==> src/rtl/mbx_pkg.sv <==
package mbx_pkg;
  typedef enum logic [1:0] {
    WK_NONE   = 2'd0,
    WK_CMD    = 2'd1,
    WK_PARAM  = 2'd2,
    WK_REJECT = 2'd3
  } wr_kind_e;
endpackage

==> src/rtl/mbx_wr_decode.sv <==
module mbx_wr_decode
  import mbx_pkg::*;
#(
  parameter int ADDR_W  = 3,
  parameter int N_WORDS = 5
) (
  input  logic              fire,
  input  logic [ADDR_W-1:0] addr,
  input  logic              busy,
  input  logic              enable,
  output wr_kind_e          kind
);
  logic in_range;
  assign in_range = 32'(addr) < 32'(N_WORDS);

  always_comb begin
    kind = WK_NONE;
    if (fire && in_range) begin
      if (busy)              kind = WK_REJECT;
      else if (addr == '0)   kind = enable ? WK_CMD : WK_NONE;
      else                   kind = WK_PARAM;
    end
  end
endmodule

==> src/rtl/mbx_store.sv <==
module mbx_store
  import mbx_pkg::*;
#(
  parameter int DATA_W  = 32,
  parameter int N_PARAM = 4,
  parameter int ADDR_W  = 3,
  parameter int CMD_W   = 8,
  parameter int RC_W    = 8
) (
  input  logic                      clk,
  input  logic                      rst_n,
  input  wr_kind_e                  kind,
  input  logic [ADDR_W-1:0]         addr,
  input  logic [DATA_W-1:0]         data,
  input  logic                      done_take,
  input  logic [RC_W-1:0]           rc,
  output logic [DATA_W-1:0]         cmd_word,
  output logic [N_PARAM*DATA_W-1:0] params
);
  localparam int RC_LSB = CMD_W;

  logic [DATA_W-1:0] cmd_q;

  always_ff @(posedge clk) begin
    if (!rst_n) begin
      cmd_q <= '0;
    end else if (done_take) begin
      cmd_q[CMD_W-1:0]       <= '0;
      cmd_q[RC_LSB +: RC_W]  <= rc;
    end else if (kind == WK_CMD) begin
      cmd_q <= data;
    end
  end
  assign cmd_word = cmd_q;

  for (genvar i = 0; i < N_PARAM; i++) begin : g_par
    logic [DATA_W-1:0] par_q;
    always_ff @(posedge clk) begin
      if (!rst_n)
        par_q <= '0;
      else if (kind == WK_PARAM && addr == ADDR_W'(i + 1))
        par_q <= data;
    end
    assign params[i*DATA_W +: DATA_W] = par_q;
  end
endmodule

==> src/rtl/mbx_status.sv <==
module mbx_status
  import mbx_pkg::*;
#(
  parameter int CMD_W = 8
) (
  input  logic             clk,
  input  logic             rst_n,
  input  wr_kind_e         kind,
  input  logic [CMD_W-1:0] cmd_in,
  output logic             pulse,
  output logic             err
);
  always_ff @(posedge clk) begin
    if (!rst_n) begin
      pulse <= 1'b0;
      err   <= 1'b0;
    end else begin
      pulse <= (kind == WK_CMD) && cmd_in[CMD_W-1];
      err   <= err | (kind == WK_REJECT);
    end
  end
endmodule

==> src/rtl/mbx_rd_port.sv <==
module mbx_rd_port #(
  parameter int DATA_W  = 32,
  parameter int N_PARAM = 4,
  parameter int ADDR_W  = 3
) (
  input  logic                      clk,
  input  logic                      rst_n,
  input  logic                      rd_en,
  input  logic [ADDR_W-1:0]         rd_addr,
  input  logic [DATA_W-1:0]         cmd_word,
  input  logic [N_PARAM*DATA_W-1:0] params,
  output logic                      rd_valid,
  output logic [DATA_W-1:0]         rd_data
);
  localparam int N_WORDS = N_PARAM + 1;

  logic [DATA_W-1:0] words [N_WORDS];
  logic [DATA_W-1:0] sel;

  assign words[0] = cmd_word;
  for (genvar i = 0; i < N_PARAM; i++) begin : g_map
    assign words[i+1] = params[i*DATA_W +: DATA_W];
  end

  always_comb begin
    sel = '0;
    for (int k = 0; k < N_WORDS; k++)
      if (rd_addr == ADDR_W'(k)) sel = words[k];
  end

  always_ff @(posedge clk) begin
    if (!rst_n) begin
      rd_valid <= 1'b0;
      rd_data  <= '0;
    end else begin
      rd_valid <= rd_en;
      if (rd_en) rd_data <= sel;
    end
  end
endmodule

==> src/rtl/host_cmd_mailbox.sv <==
module host_cmd_mailbox
  import mbx_pkg::*;
#(
  parameter int DATA_W  = 32,
  parameter int N_PARAM = 4,
  parameter int CMD_W   = 8,
  parameter int RC_W    = 8,
  parameter int ADDR_W  = $clog2(N_PARAM + 1)
) (
  input  logic                      clk,
  input  logic                      rst_n,
  input  logic                      host_wr_valid,
  output logic                      host_wr_ready,
  input  logic [ADDR_W-1:0]         host_wr_addr,
  input  logic [DATA_W-1:0]         host_wr_data,
  input  logic                      host_rd_en,
  input  logic [ADDR_W-1:0]         host_rd_addr,
  output logic                      host_rd_valid,
  output logic [DATA_W-1:0]         host_rd_data,
  output logic                      buf_free,
  output logic                      cmd_busy,
  output logic                      err_busy_wr,
  input  logic                      eng_enable,
  output logic                      eng_cmd_pulse,
  output logic [CMD_W-1:0]          eng_cmd_byte,
  output logic [N_PARAM*DATA_W-1:0] eng_params,
  input  logic                      eng_done,
  input  logic [RC_W-1:0]           eng_rc
);
  localparam int N_WORDS = N_PARAM + 1;

  wr_kind_e          kind;
  logic              fire;
  logic              done_take;
  logic [DATA_W-1:0] cmd_word;

  assign host_wr_ready = !eng_done;
  assign fire          = host_wr_valid && host_wr_ready;
  assign eng_cmd_byte  = cmd_word[CMD_W-1:0];
  assign cmd_busy      = cmd_word[CMD_W-1];
  assign buf_free      = (cmd_word[CMD_W-1:0] == '0);
  assign done_take     = eng_done && cmd_busy;

  mbx_wr_decode #(.ADDR_W(ADDR_W), .N_WORDS(N_WORDS)) u_dec (
    .fire(fire), .addr(host_wr_addr), .busy(cmd_busy),
    .enable(eng_enable), .kind(kind)
  );

  mbx_store #(.DATA_W(DATA_W), .N_PARAM(N_PARAM), .ADDR_W(ADDR_W),
              .CMD_W(CMD_W), .RC_W(RC_W)) u_store (
    .clk(clk), .rst_n(rst_n), .kind(kind), .addr(host_wr_addr),
    .data(host_wr_data), .done_take(done_take), .rc(eng_rc),
    .cmd_word(cmd_word), .params(eng_params)
  );

  mbx_status #(.CMD_W(CMD_W)) u_stat (
    .clk(clk), .rst_n(rst_n), .kind(kind),
    .cmd_in(host_wr_data[CMD_W-1:0]),
    .pulse(eng_cmd_pulse), .err(err_busy_wr)
  );

  mbx_rd_port #(.DATA_W(DATA_W), .N_PARAM(N_PARAM), .ADDR_W(ADDR_W)) u_rd (
    .clk(clk), .rst_n(rst_n), .rd_en(host_rd_en), .rd_addr(host_rd_addr),
    .cmd_word(cmd_word), .params(eng_params),
    .rd_valid(host_rd_valid), .rd_data(host_rd_data)
  );
endmodule

==> config.mk <==
export PLATFORM = sky130hd
export DESIGN_NAME = host_cmd_mailbox
export DESIGN_NICKNAME = d
export VERILOG_FILES = /design/src/rtl/mbx_pkg.sv /design/src/rtl/mbx_wr_decode.sv /design/src/rtl/mbx_store.sv /design/src/rtl/mbx_status.sv /design/src/rtl/mbx_rd_port.sv /design/src/rtl/host_cmd_mailbox.sv
export SDC_FILE = /design/constraint.sdc
export NUM_CORES = 1
export LEC_CHECK = 0
export BUFFER_PORTS_ARGS = -buffer_cell sky130_fd_sc_hd__buf_2
export CORE_ASPECT_RATIO = 1.25
export CORE_MARGIN = 4
export CORE_UTILIZATION = 40
export CTS_CLUSTER_SIZE = 16
export DETAILED_ROUTE_END_ITERATION = 8
export GPL_TIMING_DRIVEN = 0
export RECOVER_POWER = 50
export SETUP_SLACK_MARGIN = 0.02
export SYNTH_ARGS = -nofsm -noshare
export SYNTH_HDL_FRONTEND = slang
export SYNTH_HIERARCHICAL = 1
export SYNTH_SLANG_ARGS = --single-unit
export TNS_END_PERCENT = 5
==> constraint.sdc <==
create_clock -name clk -period 3.88 [get_ports clk]
set_input_delay 0.776 -clock clk [delete_from_list [all_inputs] [get_ports clk]]
set_output_delay 0.776 -clock clk [all_outputs]
set_load 0.05 [all_outputs]
==> metrics.md <==
| Metric | Value |
|---|---|
| Max-capacitance violation count | 0 |
| Die width | about 140 um |
| Vias in the first global route | 7,569 |
| Die H | 170 um |
| Vias per cell | 5.36 |
| Sw power | around 1200 uW |
| Fin crit period | 2.65 ns |
| Slew Limit Fails | 0 |
| Cell taking the most area after synthesis | dfxtp_1 |
| Worst Path Max Fanout | 10 |
| Hold_buf cts | 0 |
| RSZ-0062 raised after global routing | false |
| Sequential area share after synthesis | 46.2% |
| Clk buf depth | 2 |
| Port bufs | ~220 |
| Fin nets | roughly 1,200 |
| Net Sw Frac | around 29% |
| Lkg Pwr | between 0.004 and 0.005 uW |
| Initial antenna violation count | 0 |
| Core area | 20,800 um^2 |
| Worst Hold Class | reg2reg |
| EDFF count, synth | 0 |
| Latest clock arrival within the worst-skew pair | 0.44 ns |
| Layout cell share with drive strength beyond 1 | 15.1% |
| Clock sinks | 195 |
| CTS resizes | 0 |
| DR iter-0 viols | 481 |
| Met3 usage | about 3.9% |
| Synthesis-to-finish area growth | 21.7% |
| Mapped Cells | 922 |
| Worst setup SP type | primary input |
| Drt wl/cell | 21.2 um |
| Placer congestion estimate | 0.807 |
| Clk pwr share | 41.2% |
| TNS Setup | 0 ns |
| Final WL | between 30 and 40 mm |
| Gr usage total | between 20% and 30% |
| Busiest metal layer after global routing | met2 |
| Most frequent cell after synthesis | nand2_1 |
| Hold WS | about 0.46 ns |
| Slew at the pin with the worst max-slew slack | 0.797 ns |
| P per Cell Area | 413 nW/um^2 |
| CP required | 4.24 ns |
| FILL cells | 2,156 |
| Clock root buffer | clkbuf_16 |
| DPL Wire Length | 21.5 mm |
| Status | finished clean |
| First-pass GRT wire length | roughly 45 mm |
| Total CTS buffers | 17 |
| Share of the synthesized area in the top cell type | 46.2% |
| CTS H-tree depth | 4 |
| Max frequency | 378 MHz |
| CP arrival | 3.00 ns |
| Starting density of the core | around 41% |
| Ys Warns | 6 |
| Top post-synthesis cells by count | nand2_1 (228), dfxtp_1 (195), mux2i_1 (128), o21ai_0 (65), a21oi_1 (43) |
| Distinct cells, synth | 41 |
| Clk slew on worst S/H paths | 0.08 ns |
| Post-CTS setup buffer count | 0 |
| Net Count, Synth | between 900 and 1,000 |
| GRT overflow | 0 |
| Final period util | 68.2% |
| Clock Skew | between 0.009 and 0.01 ns |
| CTS tree | done |
| Die Area | 23,500 um^2 |
| Critical path type | in2reg |
| Final setup viols | 0 |
| Final Hold Viols | 0 |
| DR vias | 7,768 |
| Rows | 59 |
| DR DRC count | 0 |
| First-pass DRT Iterations | 5 |
| CP Capture Type | flip-flop |
| Power Internal | a little over 3000 uW |
| Yosys reg bits | 195 |
| Comb power frac | 10.4% |
| Met1 global-route usage | 33.1% |
| DRT antenna net count | 0 |
| Post-Syn Area | 8450 um^2 |
| Sequential power share | 48.4% |
| Ports | 226 |
| Synth top area cells | dfxtp_1 (46%), mux2i_1 (15%), nand2_1 (10%), mux2_2 (4.3%), o21ai_0 (3.9%) |
| Syn Area/Cell | ~9.2 um^2 |
| Ant diodes | 0 |
| Asr flop ratio synth | 0% |
| Grt met2 use | between 40% and 50% |
| Largest net degree at the start of global routing | 20 |
| Slew headroom | between 40 and 50% |
| Maximum vdd drop | 0.293 mV |
| Ys flop type | dfxtp_1 |
logic make-up (layout without fill, tap and decap cells):
family,after synthesis,after routing,synth area share [%]
muxes,160,160,19.4
AOI/OAI and AO/OA,203,203,14.2
DFF,195,195,46.2
and+or+nand+nor,285,285,15.0
buffers and inverters,79,332,5.20
per-stage QoR:
stage,cell area (um^2),utilization (%),std cells,total power [uW],worst slack [ns]
2_1_floorplan,8450,-,922,2380,1.39
3_3_place_gp,9890,47.5,1417,2550,0.876
3_5_place_dp,9890,47.5,1417,2550,0.832
4_1_cts,10500,50.3,1449,4280,1.28
5_1_grt,10300,49.4,1449,4390,1.04
6_report,10300,49.4,1449,4250,1.23
critical path, cell delays in order:
cell	delay (ns)
buf_2	0.15
or3_1	0.38
o22ai_1	0.50
nor3b_2	0.64
buf_4	0.33
nand2_1	0.07
a21boi_0	0.15
power groups by stage:
stage	Combinational (uW)	Clock (uW)	Sequential (uW)
global placement	446	0	2100
CTS	448	1780	2050
finish	442	1750	2050
floorplan	177	0	2210
detailed placement	447	0	2100
global route	468	1870	2060
layout by cell type (no fill, tap or decap), types with 3 or more instances in the layout:
cell	n
o21ai_0	65
nor2b_1	3
inv_6	6
nand2b_1	33
a21boi_0	14
mux2_2	32
nand2_1	228
buf_6	8
dfxtp_1	195
nor2_1	3
a31oi_1	38
a21oi_1	43
mux2i_1	128
o21ai_1	5
buf_4	7
buf_2	86
inv_1	3
clkbuf_16	17
buf_8	3
inv_8	6
a22oi_1	30
clkbuf_1	190
final timing paths:
check,cells after the start,slack [ns],endpoint,start
setup reg to reg,7,1.38,u_store/cmd_word[14],u_store/cmd_word[7]
hold / removal,2,0.46,u_store/cmd_word[28],u_store/cmd_word[28]
hold reg to reg,2,0.46,u_store/cmd_word[28],u_store/cmd_word[28]
setup / recovery,7,1.23,u_store/cmd_word[31],host_wr_addr[2]
per-layer routing:
metal | wire, um | part of all wire [%] | vias up
met5 | 0 | 0 | -
met4 | 879 | 2.9 | 0
met3 | 2100 | 6.8 | 49
met2 | 14900 | 49 | 304
met1 | 12800 | 42 | 3732
li1 | - | - | 3683
layout make-up:
cell class	count	area, um^2	area share [%]
Buffer	76	428	4.16
Clock buffer	18	439	4.27
Clock inverter	14	135	1.31
Inverter	3	11.3	0.110
Multi-Input combinational cell	648	4100	39.9
Sequential cell	195	3900	38.0
Tap cell	274	343	3.33
Timing Repair Buffer	221	917	8.92
state kept, by name (all words and copies together), names as in the netlist:
signal and cells:
u_store/cmd_word 32, u_rd/rd_valid 1, u_rd/rd_data 32, u_store/g_par.par_q 128, u_stat/err 1, u_stat/pulse 1
(Power assumes the default switching activity.)
